File: src/rtl/hrfr_pkg.sv
package hrfr_pkg;

   // Fast cycles after reset before the phase pipeline holds genuine samples.
   localparam int unsigned HRFR_WARM_CYCLES = 2;

   typedef enum logic {
      CAP_ON_LOW  = 1'b0,
      CAP_ON_HIGH = 1'b1
   } cap_pol_e;

endpackage

File: src/rtl/hrfr_phase_track.sv
// Recovers the slow-clock phase: falling-edge sample, then rising-edge retime.
module hrfr_phase_track (
   input  logic clk,
   input  logic rst,
   input  logic slow_in,
   output logic phase_q
);

   logic neg_q;

   // The only half-period path in the block: slow_in -> neg_q -> phase_q.
   always_ff @(negedge clk) begin
      if (rst) neg_q <= 1'b0;
      else     neg_q <= slow_in;
   end

   always_ff @(posedge clk) begin
      if (rst) phase_q <= 1'b0;
      else     phase_q <= neg_q;
   end

endmodule

File: src/rtl/hrfr_cap_ctrl.sv
// Turns the phase flag into a capture enable, with warm-up blanking after reset.
module hrfr_cap_ctrl #(
   parameter int CAPTURE_POL = 1,
   parameter int WARM        = 2
) (
   input  logic clk,
   input  logic rst,
   input  logic phase_q,
   output logic cap_en,
   output logic vld_q
);
   import hrfr_pkg::*;

   localparam int CW = (WARM < 1) ? 1 : $clog2(WARM + 1);

   logic [CW-1:0] warm_cnt;
   logic          warm_done;
   logic          phase_hit;

   generate
      if (CAPTURE_POL == int'(CAP_ON_HIGH)) begin : g_pol_high
         assign phase_hit = phase_q;
      end else begin : g_pol_low
         assign phase_hit = ~phase_q;
      end
   endgenerate

   assign warm_done = (warm_cnt == CW'(WARM));
   assign cap_en    = phase_hit & warm_done;

   always_ff @(posedge clk) begin
      if (rst)             warm_cnt <= '0;
      else if (!warm_done) warm_cnt <= warm_cnt + 1'b1;
   end

   always_ff @(posedge clk) begin
      if (rst) vld_q <= 1'b0;
      else     vld_q <= cap_en;
   end

endmodule

File: src/rtl/hrfr_word_reg.sv
// Wide capture register; its inputs see a full fast period thanks to cap_en.
module hrfr_word_reg #(
   parameter int DATA_W = 16
) (
   input  logic              clk,
   input  logic              rst,
   input  logic              cap_en,
   input  logic [DATA_W-1:0] d_in,
   output logic [DATA_W-1:0] q_out
);

   always_ff @(posedge clk) begin
      if (rst)         q_out <= '0;
      else if (cap_en) q_out <= d_in;
   end

endmodule

File: src/rtl/hrfr_retimer.sv
module hrfr_retimer #(
   parameter int DATA_W      = 16,
   parameter int CAPTURE_POL = 1
) (
   input  logic              clk_fast,
   input  logic              rst,
   input  logic              slow_clk,
   input  logic [DATA_W-1:0] din,
   output logic [DATA_W-1:0] dout,
   output logic              dout_vld,
   output logic              phase_flag
);
   import hrfr_pkg::*;

   localparam int WARM = int'(HRFR_WARM_CYCLES);

   generate
      if (DATA_W < 1) begin : g_bad_width
         $error("hrfr_retimer: DATA_W must be at least 1");
      end
      if (CAPTURE_POL != 0 && CAPTURE_POL != 1) begin : g_bad_pol
         $error("hrfr_retimer: CAPTURE_POL must be 0 or 1");
      end
   endgenerate

   logic cap_en;

   hrfr_phase_track u_phase (
      .clk     (clk_fast),
      .rst     (rst),
      .slow_in (slow_clk),
      .phase_q (phase_flag)
   );

   hrfr_cap_ctrl #(
      .CAPTURE_POL (CAPTURE_POL),
      .WARM        (WARM)
   ) u_ctrl (
      .clk     (clk_fast),
      .rst     (rst),
      .phase_q (phase_flag),
      .cap_en  (cap_en),
      .vld_q   (dout_vld)
   );

   hrfr_word_reg #(
      .DATA_W (DATA_W)
   ) u_word (
      .clk    (clk_fast),
      .rst    (rst),
      .cap_en (cap_en),
      .d_in   (din),
      .q_out  (dout)
   );

endmodule

File: config.mk
export PLATFORM = sky130hd
export DESIGN_NAME = hrfr_retimer
export DESIGN_NICKNAME = d
export VERILOG_FILES = /design/src/rtl/hrfr_pkg.sv /design/src/rtl/hrfr_phase_track.sv /design/src/rtl/hrfr_cap_ctrl.sv /design/src/rtl/hrfr_word_reg.sv /design/src/rtl/hrfr_retimer.sv
export SDC_FILE = /design/constraint.sdc
export NUM_CORES = 1
export LEC_CHECK = 0
export BUFFER_PORTS_ARGS = -buffer_cell sky130_fd_sc_hd__buf_2
export CORE_UTILIZATION = 53
export CTS_BUF_LIST = sky130_fd_sc_hd__clkbuf_4 sky130_fd_sc_hd__clkbuf_8
export CTS_CLUSTER_SIZE = 16
export DETAILED_ROUTE_END_ITERATION = 10
export PLACE_DENSITY = 0.86
export SYNTH_ARGS = -nofsm -noshare
export SYNTH_HDL_FRONTEND = slang
export SYNTH_SLANG_ARGS = --single-unit
export TNS_END_PERCENT = 50
File: constraint.sdc
create_clock -name clk_fast -period 2 [get_ports clk_fast]
set_input_delay 0.2 -clock clk_fast [delete_from_list [all_inputs] [get_ports clk_fast]]
set_output_delay 0.2 -clock clk_fast [all_outputs]
set_load 0.02 [all_outputs]
==> summary.md <==
| Metric | Value |
|---|---|
| Status | `completed` |
| Most frequent cell after synthesis | `dfxtp_1` |
| P_sw | `312 uW` |
| I/O Buffers | `36` |
| Async S/R FF share, synth | `0%` |
| Setup bufs post-CTS | `0` |
| Flop and latch count out of synthesis | `21` |
| Final Hold Viols | `0` |
| Static leakage | `0.501 nW` |
| Synth top area cells | `dfxtp_1, a21bo_1, a21oi_2, nand3_1, buf_6` |
| Pwr dens | `848 mW/mm^2` |
| CP startpoint kind | `flop` |
| Yosys top cell by area | `dfxtp_1` |
| Share of layout cells above drive strength 1 | `48.0%` |
| Largest delay share family, worst path | `flip-flops` |
| Core area | `0.00158 mm^2` |
| Setup Skew | `0.0521 ns` |
| CTS Hold Bufs | `0` |
| CTS Buf Count | `3` |
| Placer Congestion | `0.671` |
| Max incr delay on CP | `0.28 ns` |
| DRT Pass-1 Iters | `6` |
| Initial antenna violation count | `0` |
| Clk buf depth | `2` |
| RSZ-0062 raised after global routing | `no` |
| Switching Share | `33.0%` |
| Setup crit start | `u_phase.neg_q$_SDFF_NP0_` |
| Crit-path cells | `nor2b_1` |
| Setup Crit Path Kind | `reg -> reg` |
| Syn Std Cell Area | `945 um^2` |
| Die height | `44.2 um` |
| Seq/Total Area, Yosys | `44.5%` |
| Die width | `44.2 um` |
| Nets@finish | `146` |
| Mean post-synth cell area | `10.4 um^2` |
| Vias in the first global route | `681` |
| Die area | `0.00196 mm^2` |
| Setup-failing EPs final | `0` |
| Worst VDD drop | `0.492 mV` |
| CP Data Required Time | `2.21 ns` |
| Synth cell types | `15` |
| Reg-to-Reg Start | `u_phase.neg_q$_SDFF_NP0_` |
| Hold wc startpoint | `din[6]` |
| Synth top area share | `44.5%` |
| Synth Instances | `91` |
| Vias | `751` |
| Inst Count DP | `137` |
| Syn. warnings | `0` |
| Combinational share of power | `26.1%` |
| CP endpoint kind | `flop` |
| Syn Nets | `111` |
| Clk slew on worst S/H paths | `0.12 ns` |
| MaxCap Viol Count | `0` |
| Setup TNS | `0 ns` |
| First-pass GRT wire length | `2920 um` |
| Clock sink count | `21` |
| CTS H-tree lvls | `1` |
| Post-synth EDFFs | `0` |
| Ant. Diodes | `0` |
| Slew Limit Fails | `0` |
| Worst rel slew slack | `65.1%` |
| Worst Path Buf+Inv | `0` |
| Post-DRT Antenna Nets | `0` |
| Worst Max-Slew Pin Slew | `0.523 ns` |
| Drt total wl | `1780 um` |
| Reg-to-reg setup timing slack | `0.45 ns` |
| Int Pwr | `635 uW` |
| Pre-CTS WS | `0.481 ns` |
| Site Rows | `14` |
| Hold Path Class | `in -> reg` |
| Final HPWL from detailed placement | `1250 um` |
| Worst Path Arrival | `1.76 ns` |
| Clk network pwr share | `24.3%` |
| # IOs | `37` |
| Seq pwr share | `49.6%` |
| Cell Count, Final, Fillers Out | `141` |
| Iteration-0 DRC Markers | `8` |
| Grt total ovfl | `0` |
| Later-pin clock latency in the skew report | `0.36 ns` |
| DR DRC count | `0` |
| Post-route setup slack | `0.452 ns` |
| Max FO, Critical Path | `1` |
| Post-synth top cells | `dfxtp_1, nand3_1, a21bo_1, a21oi_2, buf_6` |
| Top FF cell, synth | `dfxtp_1` |
| Initial Utilization | `59.9%` |
| Post-DR wirelength/cell | `12.7 um` |
| Root Buffer | `clkbuf_4` |
| Via density | `5.33` |
| Pin count of the biggest net entering global routing | `21` |
| CTS tree | `built` |
| P&R area growth vs syn | `18.3%` |
| CP max stage cell | `dfxtp_1` |
| All-Layer GR Usage | `20.4%` |
| Post_cts resized | `0` |
per-stage QoR:
step | hold slack [ns] | instance area, um^2 | util (%) | total power [mW]
after floorplan | 0.272 | 945 | - | 0.704
after global placement | 0.442 | 1090 | 69.0 | 0.712
after detailed placement | 0.465 | 1090 | 69.0 | 0.734
after CTS | 0.134 | 1120 | 70.9 | 0.950
after global routing | 0.143 | 1120 | 70.9 | 0.994
final | 0.130 | 1120 | 70.9 | 0.947
final cells by class:
class                   instances  area, um^2
inverters                       1        3.75
fillers                       125         459
well taps                      16        20.0
multi-input cells              58         429
repair buffers                 40         210
clock buffers                   4        30.0
clock inverters                 1        3.75
flip-flops and latches         21         420
layer usage:
metal  global-route usage (%)  up-vias  share of wire, %
met2                     35.0       19                51
met5                        0        -                 0
met1                     24.0      347                43
met3                     3.67        5               3.6
met4                     10.9        0               1.7
li1                         -      380                 -
cells in the final DEF, fill, tap and decap left out:
| cell | n |
|---|---|
| clkbuf_4 | 4 |
| a21bo_1 | 13 |
| xor2_1 | 1 |
| ha_1 | 1 |
| a21bo_2 | 3 |
| a21oi_1 | 4 |
| dfxtp_1 | 21 |
| a21oi_2 | 13 |
| buf_4 | 4 |
| inv_1 | 2 |
| nand2_1 | 2 |
| or2_0 | 1 |
| nor2b_1 | 2 |
| nand3_1 | 16 |
| nor2_1 | 2 |
| buf_2 | 36 |
cells by family after synthesis:
family,synth area share (%)
AND/OR/NAND/NOR,12.1
adder cells (fa/ha/maj),1.32
flip-flops,44.5
XOR/XNOR,0.927
buffers and inverters,10.1
AO/OA/AOI/OAI,31.1
sequential cells by signal (all words and copies together), names as in the netlist:
name and cells:
u_word.q_out 16, u_ctrl.warm_cnt 2, u_phase.phase_q 1, u_ctrl.vld_q 1
u_phase.neg_q 1
path summary, 6_finish.rpt:
kind,endpoint,depth (start not counted)
hold reg to reg,u_ctrl.warm_cnt[1]$_SDFFE_PP0P_,2
setup reg to reg,u_phase.phase_q$_SDFF_PP0_,1
setup / recovery,u_phase.phase_q$_SDFF_PP0_,1
hold / removal,u_word.q_out[6]$_SDFFE_PP0P_,3
power by group through the flow:
stage	combinational [mW]	sequential, mW	clock, mW
finish	0.247	0.470	0.230
global route	0.275	0.472	0.247
CTS	0.250	0.470	0.229
detailed placement	0.248	0.480	0.00626
global placement	0.229	0.476	0.00626
floorplan	0.212	0.486	0.00626
(Power assumes the default switching activity.)
